[config.mk]
export PLATFORM = sky130hd
export DESIGN_NAME = burstSram
export DESIGN_NICKNAME = d
export VERILOG_FILES = /design/src/rtl/burstSramPkg.sv /design/src/rtl/burstSramCtrl.sv /design/src/rtl/burstSramData.sv /design/src/rtl/burstSram.sv
export SDC_FILE = /design/constraint.sdc
export NUM_CORES = 1
export LEC_CHECK = 0
export BUFFER_PORTS_ARGS = -buffer_cell sky130_fd_sc_hd__buf_4
export CAP_MARGIN = 0
export CORE_MARGIN = 1.5
export CORE_UTILIZATION = 29
export CTS_CLUSTER_DIAMETER = 40
export CTS_CLUSTER_SIZE = 14
export DETAILED_ROUTE_END_ITERATION = 10
export REMOVE_ABC_BUFFERS = 1
export SLEW_MARGIN = 20
export SYNTH_ARGS = -nofsm -noshare
export SYNTH_HDL_FRONTEND = slang
export SYNTH_SLANG_ARGS = --single-unit
[constraint.sdc]
create_clock -name clk -period 3.7 [get_ports clk]
set_input_delay 0.555 -clock clk [delete_from_list [all_inputs] [get_ports clk]]
set_output_delay 0.555 -clock clk [all_outputs]
set_load 0.005 [all_outputs]
[src/rtl/burstSramPkg.sv]
`timescale 1ns/1ps
package burstSramPkg;
  localparam int LANE_CNT = 2;

  typedef struct packed {
    logic                rdEn;
    logic [LANE_CNT-1:0] laneWr;
    logic                flush;
  } accCmdT;
endpackage

[src/rtl/burstSramCtrl.sv]
`timescale 1ns/1ps
module burstSramCtrl
  import burstSramPkg::*;
#(
  parameter int ADDR_W  = 6,
  parameter int BURST_W = 2
) (
  input  logic                clk,
  input  logic                rstN,
  input  logic                sel0N,
  input  logic                sel1,
  input  logic                sel2N,
  input  logic                procStrbN,
  input  logic                ctrlStrbN,
  input  logic                advN,
  input  logic                allWrN,
  input  logic                laneWrEnN,
  input  logic [LANE_CNT-1:0] laneSelN,
  input  logic                sleep,
  input  logic                seqMode,
  input  logic [ADDR_W-1:0]   addr,
  output accCmdT              cmd,
  output logic [ADDR_W-1:0]   accAddr
);
  localparam int HI_W = ADDR_W - BURST_W;

  logic                burstOn;
  logic [ADDR_W-1:0]   baseAddr;
  logic [BURST_W-1:0]  step;
  logic [BURST_W-1:0]  useStep;
  logic [BURST_W-1:0]  lowBits;
  logic [LANE_CNT-1:0] laneMask;
  logic chipSel, procGo, ctrlGo, startHit, dropHit, contHit;

  always_comb begin
    chipSel  = !sel0N && sel1 && !sel2N;
    procGo   = !procStrbN && !sel0N && !sleep;
    ctrlGo   = !ctrlStrbN && !procGo && !sleep;
    startHit = (procGo || ctrlGo) && chipSel;
    dropHit  = ((procGo || ctrlGo) && !chipSel) || sleep;
    contHit  = !procGo && !ctrlGo && burstOn && !sleep;
  end

  always_comb begin
    if (!allWrN)         laneMask = '1;
    else if (!laneWrEnN) laneMask = ~laneSelN;
    else                 laneMask = '0;
  end

  always_comb begin
    useStep = advN ? step : step + BURST_W'(1);
    if (seqMode) lowBits = baseAddr[BURST_W-1:0] ^ useStep;
    else         lowBits = baseAddr[BURST_W-1:0] + useStep;
  end

  always_comb begin
    cmd     = '0;
    accAddr = addr;
    if (startHit) begin
      accAddr    = addr;
      cmd.laneWr = ctrlGo ? laneMask : '0;
      cmd.rdEn   = !ctrlGo || (laneMask == '0);
    end else if (contHit) begin
      accAddr    = {baseAddr[ADDR_W-1:BURST_W], lowBits};
      cmd.laneWr = laneMask;
      cmd.rdEn   = (laneMask == '0);
    end
    cmd.flush = dropHit;
  end

  always_ff @(posedge clk or negedge rstN) begin
    if (!rstN) begin
      burstOn  <= 1'b0;
      baseAddr <= '0;
      step     <= '0;
    end else if (startHit) begin
      burstOn  <= 1'b1;
      baseAddr <= addr;
      step     <= '0;
    end else if (dropHit) begin
      burstOn  <= 1'b0;
    end else if (contHit && !advN) begin
      step     <= step + BURST_W'(1);
    end
  end

  // the opening cycle of a processor-strobe access never writes
  assert_proc_first_R5: assert property (@(posedge clk) disable iff (!rstN)
    (!procStrbN && !sel0N && !sleep) |-> (cmd.laneWr == '0));

  // a recognised strobe while unselected makes no access
  assert_unsel_R4: assert property (@(posedge clk) disable iff (!rstN)
    ((!ctrlStrbN || (!procStrbN && !sel0N)) && !(!sel0N && sel1 && !sel2N))
      |-> (!cmd.rdEn && cmd.laneWr == '0));

  // sleep blocks every access
  assert_sleep_R12: assert property (@(posedge clk) disable iff (!rstN)
    sleep |-> (!cmd.rdEn && cmd.laneWr == '0));

  // a suspended strobe-free burst keeps the address of the previous cycle
  assert_suspend_R8: assert property (@(posedge clk) disable iff (!rstN)
    (contHit && advN && $past(cmd.rdEn || cmd.laneWr != '0) && $past(!cmd.flush))
      |-> (accAddr == $past(accAddr)));

  // a global write stores every lane
  assert_global_R1: assert property (@(posedge clk) disable iff (!rstN)
    (!allWrN && contHit) |-> (cmd.laneWr == '1));
endmodule

[src/rtl/burstSramData.sv]
`timescale 1ns/1ps
module burstSramData
  import burstSramPkg::*;
#(
  parameter int ADDR_W = 6,
  parameter int LANE_W = 9
) (
  input  logic                       clk,
  input  logic                       rstN,
  input  accCmdT                     cmd,
  input  logic [ADDR_W-1:0]          accAddr,
  input  logic [LANE_CNT*LANE_W-1:0] dataIn,
  input  logic                       outEnN,
  output logic [LANE_CNT*LANE_W-1:0] dataOut,
  output logic                       dataOe
);
  localparam int DATA_W = LANE_CNT * LANE_W;
  localparam int DEPTH  = 1 << ADDR_W;

  logic [ADDR_W-1:0] rdAddr;
  logic              rdValid;
  logic              outValid;
  logic [DATA_W-1:0] outWord;

  always_ff @(posedge clk or negedge rstN) begin
    if (!rstN) begin
      rdValid  <= 1'b0;
      outValid <= 1'b0;
    end else begin
      rdValid  <= cmd.flush ? 1'b0 : cmd.rdEn;
      outValid <= cmd.flush ? 1'b0 : rdValid;
    end
  end

  always_ff @(posedge clk) begin
    if (cmd.rdEn) rdAddr <= accAddr;
  end

  for (genvar g = 0; g < LANE_CNT; g++) begin : gLane
    logic [LANE_W-1:0] laneMem [DEPTH];
    logic [LANE_W-1:0] laneOut;

    always_ff @(posedge clk) begin
      if (cmd.laneWr[g]) laneMem[accAddr] <= dataIn[g*LANE_W +: LANE_W];
      laneOut <= laneMem[rdAddr];
    end

    assign outWord[g*LANE_W +: LANE_W] = laneOut;
  end

  always_comb begin
    dataOe  = outValid && !outEnN;
    dataOut = dataOe ? outWord : '0;
  end

  // a flushing edge leaves the output undriven
  assert_flush_R11: assert property (@(posedge clk) disable iff (!rstN)
    cmd.flush |=> !outValid);

  // the slot of a pure write cycle is never driven
  assert_wrslot_R10: assert property (@(posedge clk) disable iff (!rstN)
    (cmd.laneWr != '0 && !cmd.flush) |=> ##1 !outValid);

  // valid output always stems from a read one edge earlier
  assert_latency_R9: assert property (@(posedge clk) disable iff (!rstN)
    $rose(outValid) |-> $past(rdValid));

  // drive only with the enable low
  assert_oe_R10: assert property (@(posedge clk) disable iff (!rstN)
    dataOe |-> !outEnN);
endmodule

[src/rtl/burstSram.sv]
`timescale 1ns/1ps
module burstSram
  import burstSramPkg::*;
#(
  parameter int ADDR_W  = 6,
  parameter int LANE_W  = 9,
  parameter int BURST_W = 2,
  localparam int DATA_W = LANE_CNT * LANE_W
) (
  input  logic                clk,
  input  logic                rstN,
  input  logic                sel0N,
  input  logic                sel1,
  input  logic                sel2N,
  input  logic                procStrbN,
  input  logic                ctrlStrbN,
  input  logic                advN,
  input  logic                allWrN,
  input  logic                laneWrEnN,
  input  logic [LANE_CNT-1:0] laneSelN,
  input  logic                outEnN,
  input  logic                sleep,
  input  logic                seqMode,
  input  logic [ADDR_W-1:0]   addr,
  input  logic [DATA_W-1:0]   dataIn,
  output logic [DATA_W-1:0]   dataOut,
  output logic                dataOe
);
  accCmdT            cmd;
  logic [ADDR_W-1:0] accAddr;

  burstSramCtrl #(.ADDR_W(ADDR_W), .BURST_W(BURST_W)) uCtrl (
    .clk(clk), .rstN(rstN), .sel0N(sel0N), .sel1(sel1), .sel2N(sel2N),
    .procStrbN(procStrbN), .ctrlStrbN(ctrlStrbN), .advN(advN),
    .allWrN(allWrN), .laneWrEnN(laneWrEnN), .laneSelN(laneSelN),
    .sleep(sleep), .seqMode(seqMode), .addr(addr),
    .cmd(cmd), .accAddr(accAddr)
  );

  burstSramData #(.ADDR_W(ADDR_W), .LANE_W(LANE_W)) uData (
    .clk(clk), .rstN(rstN), .cmd(cmd), .accAddr(accAddr),
    .dataIn(dataIn), .outEnN(outEnN), .dataOut(dataOut), .dataOe(dataOe)
  );
endmodule

==> results.toml, run 1 <==
[global_route]
grt_first_pass_wirelength_um = 165000
overflow = 0
grt_pass1_vias = 22879
grtUsageTotal_pct = 14.2
antenna_found_initial = 8
grt_max_degree = 86

[critical_path]
cp_data_required_time_ns = 4.07
startpoint = "sleep"
ff2ff_setup_slack_ns = 0.55
worst-setup-path-type = "in2reg"
worstReg2RegStart = "uCtrl.step[0]$_DFFE_PN0P_"
rr_endpoint = "uData.gLane[0].laneMem[53][8]$_DFFE_PP_"
ff2ff_path_depth = 7
startpoint_type = "primary input"
cp_max_fo = 9
end_kind = "register"
worstPathArrival_ns = 3.57

[clocking]
cts_root_buffer = "clkbuf_16"
cts_buffers = 133
clk_latency_ns = 0.76
clock_sinks = 1187
cts_tree = "built"
htreeDepth = 4
path_clk_slew_ns = 0.06
post_cts_buffers = 0
cts_hold_buf = 2
cts_buffer_depth = 3
cts_resized = 0

[power]
irDropWorstVdd_v = 0.000419
fin_total_pwr_mw = 28.8
p_sw_mw = 5.99
p_per_area_nw_per_um2 = 531
p_int_mw = 22.8
power_frac_seq_pct = 51.4
clkPwrFrac_pct = 46.6
switching_share_pct = 20.8
combPwrFrac_pct = 2.0
p_leak_nw = 17.0

[place]
gp_congestion = 0.895
placedCellCount = 4329
placed_cell_area_um2 = 49700
dp_worst_setup_slack_ns = 0.167
io_buffers = 57
hpwl_um = 71800

[run_status]
outcome = "complete, no violations"

[cells_and_area]
antenna_cells = 0
nets = 2448
drive_gt1_share_pct = 31.4
final_cell_count_no_fill = 4570
fin_util_pct = 34.6
finish.instance_area_um2 = 54200
nFillCells = 14433
areaGrowthSynthToFinish_pct = 18.4

[yosys]
syn_inst = 2148
ys_ff_latch = 1187
avgSynthCellArea_um2 = 21.3
synth_edf_count = 1158
synth_ff_type = "edfxtp_1"
seq_area_frac_synth_pct = 77.3
async_flop_share_pct = 0.927
synth_xor_area_share_pct = 0.107
synth-adder-area-share_pct = 0.0273
synth_compound_area_share_pct = 2.92
synth_mux_area_share_pct = 15.1
synth_simple_gate_area_share_pct = 3.11
syn_area_um2 = 45800
synth_cell_types = 54
synth_top_family_by_area = "multiplexers"
ys_warn_count = 0

[sta]
setup_slack_ns = 0.505
period_needed_ns = 3.20
finalSetupViolCount = 0
setup_tns_ns = 0
slew_viol_final = 0
holdWs_ns = 0.114
post-route-period-util_pct = 86.4
grt_setup_unrepaired = "false"
fin_worst_skew_ns = 0.0258
max_slew_margin_pct = 29.6
finalHoldViolations = 0
max_freq_mhz = 313
worst_pin_slew_ns = 1.05

[route]
remaining_drc_errors = 0
totalWireLength_um = 115000
first_pass_iters = 7
wl_per_cell_um = 25.2
ant_nets = 0
vias_per_cell = 4.95
drt_iter0_markers = 2253
vias = 22615

[floorplanning]
start_util_pct = 29.3
core_um2 = 157000
fp.dieW_um = 400
die_area_um2 = 160000
placementRows = 145
ios = 58
die_h_um = 400

[min_path]
hold_end = "uCtrl.baseAddr[4]$_DFFE_PN0P_"
holdCritStartpoint = "addr[4]"
min_path_type = "in2reg"
holdPathStages = 2

[flow_run]
max_cap_viol_count = 0
-- area by class of cell --
| class | instances | area [µm²] | share of cell area [%] |
|---|---|---|---|
| flip-flops and latches | 1187 | 35400 | 65.3 |
| multi-input cells | 840 | 9730 | 17.9 |
| clock buffers | 150 | 3520 | 6.49 |
| well taps | 2058 | 2570 | 4.75 |
| repair buffers | 243 | 1970 | 3.63 |
| clock inverters | 89 | 1000 | 1.85 |
| inverters | 3 | 11.3 | 0.0208 |
-- layer usage --
layer | track usage (%) | part of all wire (%) | vias to the layer above
met5 | 0 | 0.057 | -
met4 | 4.69 | 2.6 | 12
met3 | 3.74 | 8.0 | 187
met2 | 21.8 | 46 | 839
met1 | 19.5 | 43 | 12067
li1 | - | - | 9510
-- sequential cells by signal (all words and copies together) (netlist names) --
name,cells
uData.gLane.laneMem,1152
uData.rdValid,1
uCtrl.step,2
uCtrl.baseAddr,6
uData.gLane.laneOut,18
uData.rdAddr,6
uData.outValid,1
uCtrl.burstOn,1
-- cell usage after synthesis (all sizes together), types with 8 or more instances --
cell | count | area share [%]
edfxtp | 1158 | 76
mux4 | 280 | 14
nor2 | 149 | 1.2
buf | 86 | 1.2
a22oi | 65 | 1.1
nand2 | 55 | 0.45
o22ai | 45 | 0.61
clkbuf | 32 | 0.26
a21oi | 31 | 0.34
mux2 | 30 | 0.74
nand3 | 30 | 0.33
mux2i | 25 | 0.55
and2 | 24 | 0.33
dfxtp | 18 | 0.79
o21ai | 18 | 0.23
dfrtp | 11 | 0.60
nor2b | 9 | 0.12
a221oi | 8 | 0.15
-- placed cells by master (no fill, tap or decap), drive strengths merged, types with 2 or more instances in the layout --
master and count:
a21oi 31, clkinv 39, and2 24, nand3b 6, nand2b 4, buf 241
or3b 5, nand4b 3, dfrtp 11, nor3b 4, clkbuf 150, or3 7
bufinv 13, mux4 280, mux2i 25, dlygate4sd3 2, xnor2 3, o21a 3
and2b 2, dfxtp 18, inv 27, a221oi 8, a31oi 4, o22ai 45
nand2 55, o41ai 6, o221ai 6, clkinvlp 13, o22a 6, nand3 30
edfxtp 1158, a22oi 65, o21ai 18, nor2 149, nor2b 9, mux2 30
-- kinds of logic (layout without fill, tap and decap cells) --
kind of cell	count (synthesis)	in the layout
DFF	1187	1187
muxes	335	335
xor gates and xnor gates	4	4
AOI/OAI and AO/OA	196	196
and+or+nand+nor	304	304
buffers and inverters	121	485
adders and majority gates	1	1
-- power by group through the flow --
stage	clock [mW]	combinational [mW]	sequential, mW
floorplan	0	0.184	15.1
global placement	0	0.575	15.1
detailed placement	0	0.583	15.1
CTS	13.7	0.587	14.8
global route	14.1	0.622	14.8
finish	13.4	0.582	14.8
-- worst max path at each step --
stage                                              endpoint  slack [ns]  cells after the start
finish              uData.gLane[0].laneMem[32][7]$_DFFE_PP_        0.50                      7
global route        uData.gLane[0].laneMem[24][6]$_DFFE_PP_        0.41                      8
CTS                 uData.gLane[0].laneMem[24][6]$_DFFE_PP_        0.55                      7
detailed placement  uData.gLane[0].laneMem[36][1]$_DFFE_PP_        0.17                      6
global placement    uData.gLane[0].laneMem[37][8]$_DFFE_PP_        0.28                      6
floorplan                 uData.gLane[0].laneOut[1]$_DFF_P_       -7.20                      5
-- critical path, stage by stage --
cell and delay (ns):
dlygate4sd3_1 0.52, buf_4 0.15, nand2b_2 0.18, nor2_1 0.12, o31ai_1 0.87, nand2_1 0.46
nor2_1 0.70
No activity file was read; power rests on OpenSTA's default activity.
==> run 2, diff against run 1 <==
- CORE_UTILIZATION: 29 -> 42
- HOLD_SLACK_MARGIN: unset -> 0.02
- SETUP_SLACK_MARGIN: unset -> 0.1
==> run 2 against run 1 <==
Clock skew down 0.0012 ns. Count of clock-buffer cells in the layout shrank 2. Worst setup slack gained 0.076 ns. Wire length decreased by 2.7%. Total power up 0.63%.
==> results.toml, run 2 (synthesized netlist as in run 1, its figures left out) <==
[clocking]
cts_tree = "built"
clock_sinks = 1187
cts_root_buffer = "clkbuf_16"
cts_buffer_depth = 3
cts_buffers = 139
clk_latency_ns = 0.75
path_clk_slew_ns = 0.06
htreeDepth = 4
cts_resized = 0

[sta]
grt_setup_unrepaired = "false"
fin_worst_skew_ns = 0.0245
max_freq_mhz = 321
setup_tns_ns = 0
setup_slack_ns = 0.581
worst_pin_slew_ns = 1.15
post-route-period-util_pct = 84.3
max_slew_margin_pct = 23.1
holdWs_ns = 0.116
finalSetupViolCount = 0
slew_viol_final = 0
finalHoldViolations = 0
period_needed_ns = 3.12

[global_route]
grt_pass1_vias = 23499
grt_max_degree = 66
grt_first_pass_wirelength_um = 163000
grtUsageTotal_pct = 20.4
overflow = 0
antenna_found_initial = 1

[cells_and_area]
final_cell_mix = "1158 x edfxtp_1, 280 x mux4_2, 259 x buf_4"
final_cell_count_no_fill = 3958
largest-register = "uData.gLane.laneMem"
drive_gt1_share_pct = 32.5
finish.instance_area_um2 = 53800
areaGrowthSynthToFinish_pct = 17.4
largestRegisters = "uData.gLane.laneMem x1152, uData.gLane.laneOut x18"
nets = 2485
final_common_cell = "edfxtp_1"
largest_reg_flops = 1152

[critical_path]
worst-setup-path-type = "reg2reg"
cp_max_fo = 9
cp_data_required_time_ns = 4.13
end_kind = "register"
worstPathArrival_ns = 3.55
startpoint_type = "register"

[power]
p_per_area_nw_per_um2 = 539
p_leak_nw = 17.3
irDropWorstVdd_v = 0.000417

[floorplanning]
die_area_um2 = 111000
die_h_um = 333
fp.dieW_um = 333
start_util_pct = 42.5
placementRows = 120
core_um2 = 108000
ios = 58

[flow_run]
max_cap_viol_count = 0

[place]
placedCellCount = 3705
gp_congestion = 0.867
placed_cell_area_um2 = 49100
dp_worst_setup_slack_ns = 0.422
hpwl_um = 69500
io_buffers = 57

[route]
wl_met2_um = 54200
met1_length_um = 46800
vias = 22908
totalWireLength_um = 112000
ant_nets = 0
remaining_drc_errors = 0
wl_met3_um = 8390
first_pass_iters = 5
vias_per_cell = 5.79
highest_layer = "met4"
drt_iter0_markers = 2657
wl_per_cell_um = 28.3

[run_status]
outcome = "complete, no violations"

[min_path]
min_path_type = "in2reg"
-- run 2: cell count changes in the layout (fill, tap and decap cells not counted), sizes merged --
cell,delta
buf,+31
clkinv,+12
inv,+4
clkinvlp,-3
clkbuf,-2
diode,+2
bufinv,-1
-- run 2: worst max-delay path, cell delays in order, from the launching register on --
cell and delay (ns):
dfrtp_1 0.42, xnor2_1 0.15, ha_1 0.17, and2b_2 0.19, xnor3_1 0.25, o21ai_4 0.11, or3_1 0.75, buf_4 0.38
nor2_1 0.15, buf_4 0.21
-- run 2: layer usage --
layer	global-route usage, %	vias to the layer above
met2	32.4	950
met1	28.1	12182
met4	6.27	0
met3	4.56	176
met5	0	-
li1	-	9600
-- run 2: worst paths after layout --
check                                          start                                 endpoint  slack [ns]  depth (start not counted)
setup / recovery           uCtrl.step[0]$_DFFE_PN0P_  uData.gLane[0].laneMem[32][5]$_DFFE_PP_        0.58                          9
hold / removal                               addr[5]            uCtrl.baseAddr[5]$_DFFE_PN0P_        0.12                          2
setup reg to reg           uCtrl.step[0]$_DFFE_PN0P_  uData.gLane[0].laneMem[32][5]$_DFFE_PP_        0.58                          9
hold reg to reg            uCtrl.step[1]$_DFFE_PN0P_                uCtrl.step[1]$_DFFE_PN0P_        0.51                          1
max in group asynchronous                       rstN            uCtrl.baseAddr[2]$_DFFE_PN0P_        3.34                          2
min in group asynchronous                       rstN                  uData.rdValid$_DFF_PN0_        0.20                          2
-- run 2: area by class of cell --
class | instances | area (µm²)
Antenna cell | 2 | 5.00
Fill cell | 8426 | 53900
Clock buffer | 148 | 3530
Inverter | 3 | 11.3
Multi-Input combinational cell | 840 | 9730
Clock inverter | 101 | 1120
Sequential cell | 1187 | 35400
Timing Repair Buffer | 274 | 2220
Tap cell | 1403 | 1760
-- run 2: timing repair --
item                                   4_1_cts  5_1_grt
endpoints found under the hold margin       12        0
setup buffers                                0        0
hold buffers                                 2        0
-- run 2: where the power goes --
part,switching [mW],internal [mW]
logic,0.419,0.148
clock network,5.67,7.95
registers,0.0214,14.8
-- run 2: stage by stage --
step	utilization (%)	total power, mW
5_1_grt	50.0	29.8
3_3_place_gp	45.6	15.6
2_1_floorplan	-	15.3
3_5_place_dp	45.6	15.7
6_report	50.0	29.0
4_1_cts	50.0	29.2
==> run 3, diff against run 2 <==
- clock period: 3.7 -> 2.5 ns (I/O delays scaled with it)
==> run 3 against run 2 <==
Maximum frequency rose by 19%. Global-route usage rose by 0.80 points. First-iteration DRC count is 5.8% higher. Clock skew increased by 0.0038 ns. Highest routed layer unchanged. The run now ends with setup timing left. Sequential power rose by 48%. Critical endpoint is now uData.gLane[1].laneMem[21][3]$_DFFE_PP_. Wire length is 4.8% higher.
==> results.toml, run 3 (synthesized netlist as in run 1, its figures left out) <==
[min_path]
min_path_type = "in2reg"
holdCritStartpoint = "laneWrEnN"

[run_status]
outcome = "complete, but fails checks"
violations = "setup timing"

[clocking]
cts_tree = "built"
clock_sinks = 1187
clk_latency_ns = 0.75
cts_buffer_depth = 3
cts_buffers = 134
htreeDepth = 4
path_clk_slew_ns = 0.06
cts_root_buffer = "clkbuf_16"

[route]
vias_per_cell = 5.77
vias = 23534
ant_nets = 0
drt_iter0_markers = 2811
wl_per_cell_um = 28.8
totalWireLength_um = 118000
first_pass_iters = 5
remaining_drc_errors = 0

[critical_path]
end_kind = "register"
startpoint_type = "register"
cp_data_required_time_ns = 2.95
cp_max_fo = 9
worstReg2RegStart = "uCtrl.step[0]$_DFFE_PN0P_"
startpoint = "uCtrl.step[0]$_DFFE_PN0P_"
worstPathArrival_ns = 3.08
worst-setup-path-type = "reg2reg"

[floorplanning]
placementRows = 120
start_util_pct = 42.5
die_h_um = 333
core_um2 = 108000
die_area_um2 = 111000
ios = 58
fp.dieW_um = 333

[place]
hpwl_um = 72700
io_buffers = 57
placedCellCount = 3787
gp_congestion = 0.879

[sta]
fin_worst_skew_ns = 0.0284
period_needed_ns = 2.63
finalHoldViolations = 0
max_slew_margin_pct = 42.0
grt_setup_unrepaired = "true"
finalSetupViolCount = 950
worst_pin_slew_ns = 0.868
max_freq_mhz = 380
post-route-period-util_pct = 105
setup_slack_ns = -0.130
setup_tns_ns = -46.50
slew_viol_final = 0

[cells_and_area]
final_common_cell = "edfxtp_1"
largest-register = "uData.gLane.laneMem"
largest_reg_flops = 1152
antenna_cells = 0
final_cell_mix = "1158 x edfxtp_1, 280 x mux4_2, 242 x buf_4"
areaGrowthSynthToFinish_pct = 22.3
final_cell_count_no_fill = 4077
largestRegisters = "uData.gLane.laneMem x1152, uData.gLane.laneOut x18"
drive_gt1_share_pct = 38.6
nets = 2609

[power]
fin_total_pwr_mw = 43.0
p_per_area_nw_per_um2 = 767
irDropWorstVdd_v = 0.000673
p_leak_nw = 18.2

[global_route]
grt_first_pass_wirelength_um = 169000
overflow = 0
grt_max_degree = 65
grtUsageTotal_pct = 21.2
grt_pass1_vias = 23971
antenna_found_initial = 0

[flow_run]
max_cap_viol_count = 0
[run 3: changes by cell type in the layout (fill, tap and decap cells not counted), moves of 13 or more]
cell	before	now
nor2_4	0	40
dlygate4sd3_1	2	15
nor2_2	4	30
buf_12	13	34
buf_6	0	93
buf_4	259	242
nor2_1	145	79
[run 3: critical path, stage by stage (launching register included)]
cell and delay, ns:
dfrtp_1 0.41, xnor2_2 0.15, ha_2 0.17, and2b_2 0.18
xnor3_2 0.30, o21ai_4 0.13, or3_4 0.44, clkbuf_16 0.24
nor2_1 0.15, buf_6 0.16
[run 3: what timing repair did]
action | in CTS | in global routing
endpoints found under the setup margin | 1179 | 1179
endpoints found under the hold margin | 24 | 0
pin swaps | 2 | 13
hold buffers | 15 | 0
gates resized for setup | 55 | 224
gates cloned | 4 | 25
setup buffers | 5 | 0
[run 3: per-stage QoR]
step / setup WS (ns) / util (%) / hold WS, ns / cell area [µm²]
after global placement: -0.123 / 46.5 / 0.223 / 50000
after detailed placement: -0.162 / 46.5 / 0.229 / 50000
final: -0.130 / 52.0 / 0.0729 / 56000
after floorplan: -8.40 / - / 0.0794 / 45100
after global routing: -0.220 / 52.0 / 0.119 / 56000
after CTS: -0.0637 / 51.2 / 0.0219 / 55100
[run 3: where the power goes]
group | leakage (nW) | internal, mW | switching [mW]
logic | 5.30 | 0.290 | 0.689
clock network | 2.21 | 11.8 | 8.28
registers | 10.7 | 21.9 | 0.0278
total | 18.2 | 34.0 | 9.00
[run 3: final cells by class]
cell class | instances | area (µm²)
clock buffer | 154 | 3510
timing repair buffer | 402 | 4000
multi-input combinational | 841 | 10300
tap | 1403 | 1760
fill | 8169 | 51600
inverter | 3 | 11.3
sequential | 1187 | 35400
clock inverter | 87 | 1080
[run 3: worst paths after layout]
| kind | end | slack [ns] | cells after the start |
|---|---|---|---|
| setup / recovery | uData.gLane[1].laneMem[21][3]$_DFFE_PP_ | -0.13 | 9 |
| hold / removal | uData.rdValid$_DFF_PN0_ | 0.07 | 4 |
| setup reg to reg | uData.gLane[1].laneMem[21][3]$_DFFE_PP_ | -0.13 | 9 |
| hold reg to reg | uCtrl.step[1]$_DFFE_PN0P_ | 0.50 | 1 |
| max in group asynchronous | uData.outValid$_DFF_PN0_ | 1.42 | 3 |
| min in group asynchronous | uCtrl.baseAddr[4]$_DFFE_PN0P_ | 0.69 | 3 |
[run 3: per-layer routing]
metal  track usage, %  share of wire [%]  up-vias
li1                 -                  -     9861
met1             29.4                 42    12502
met2             33.3                 48     1001
met3             4.83                7.6      170
met4             6.82                2.5        0
met5                0                  0        -
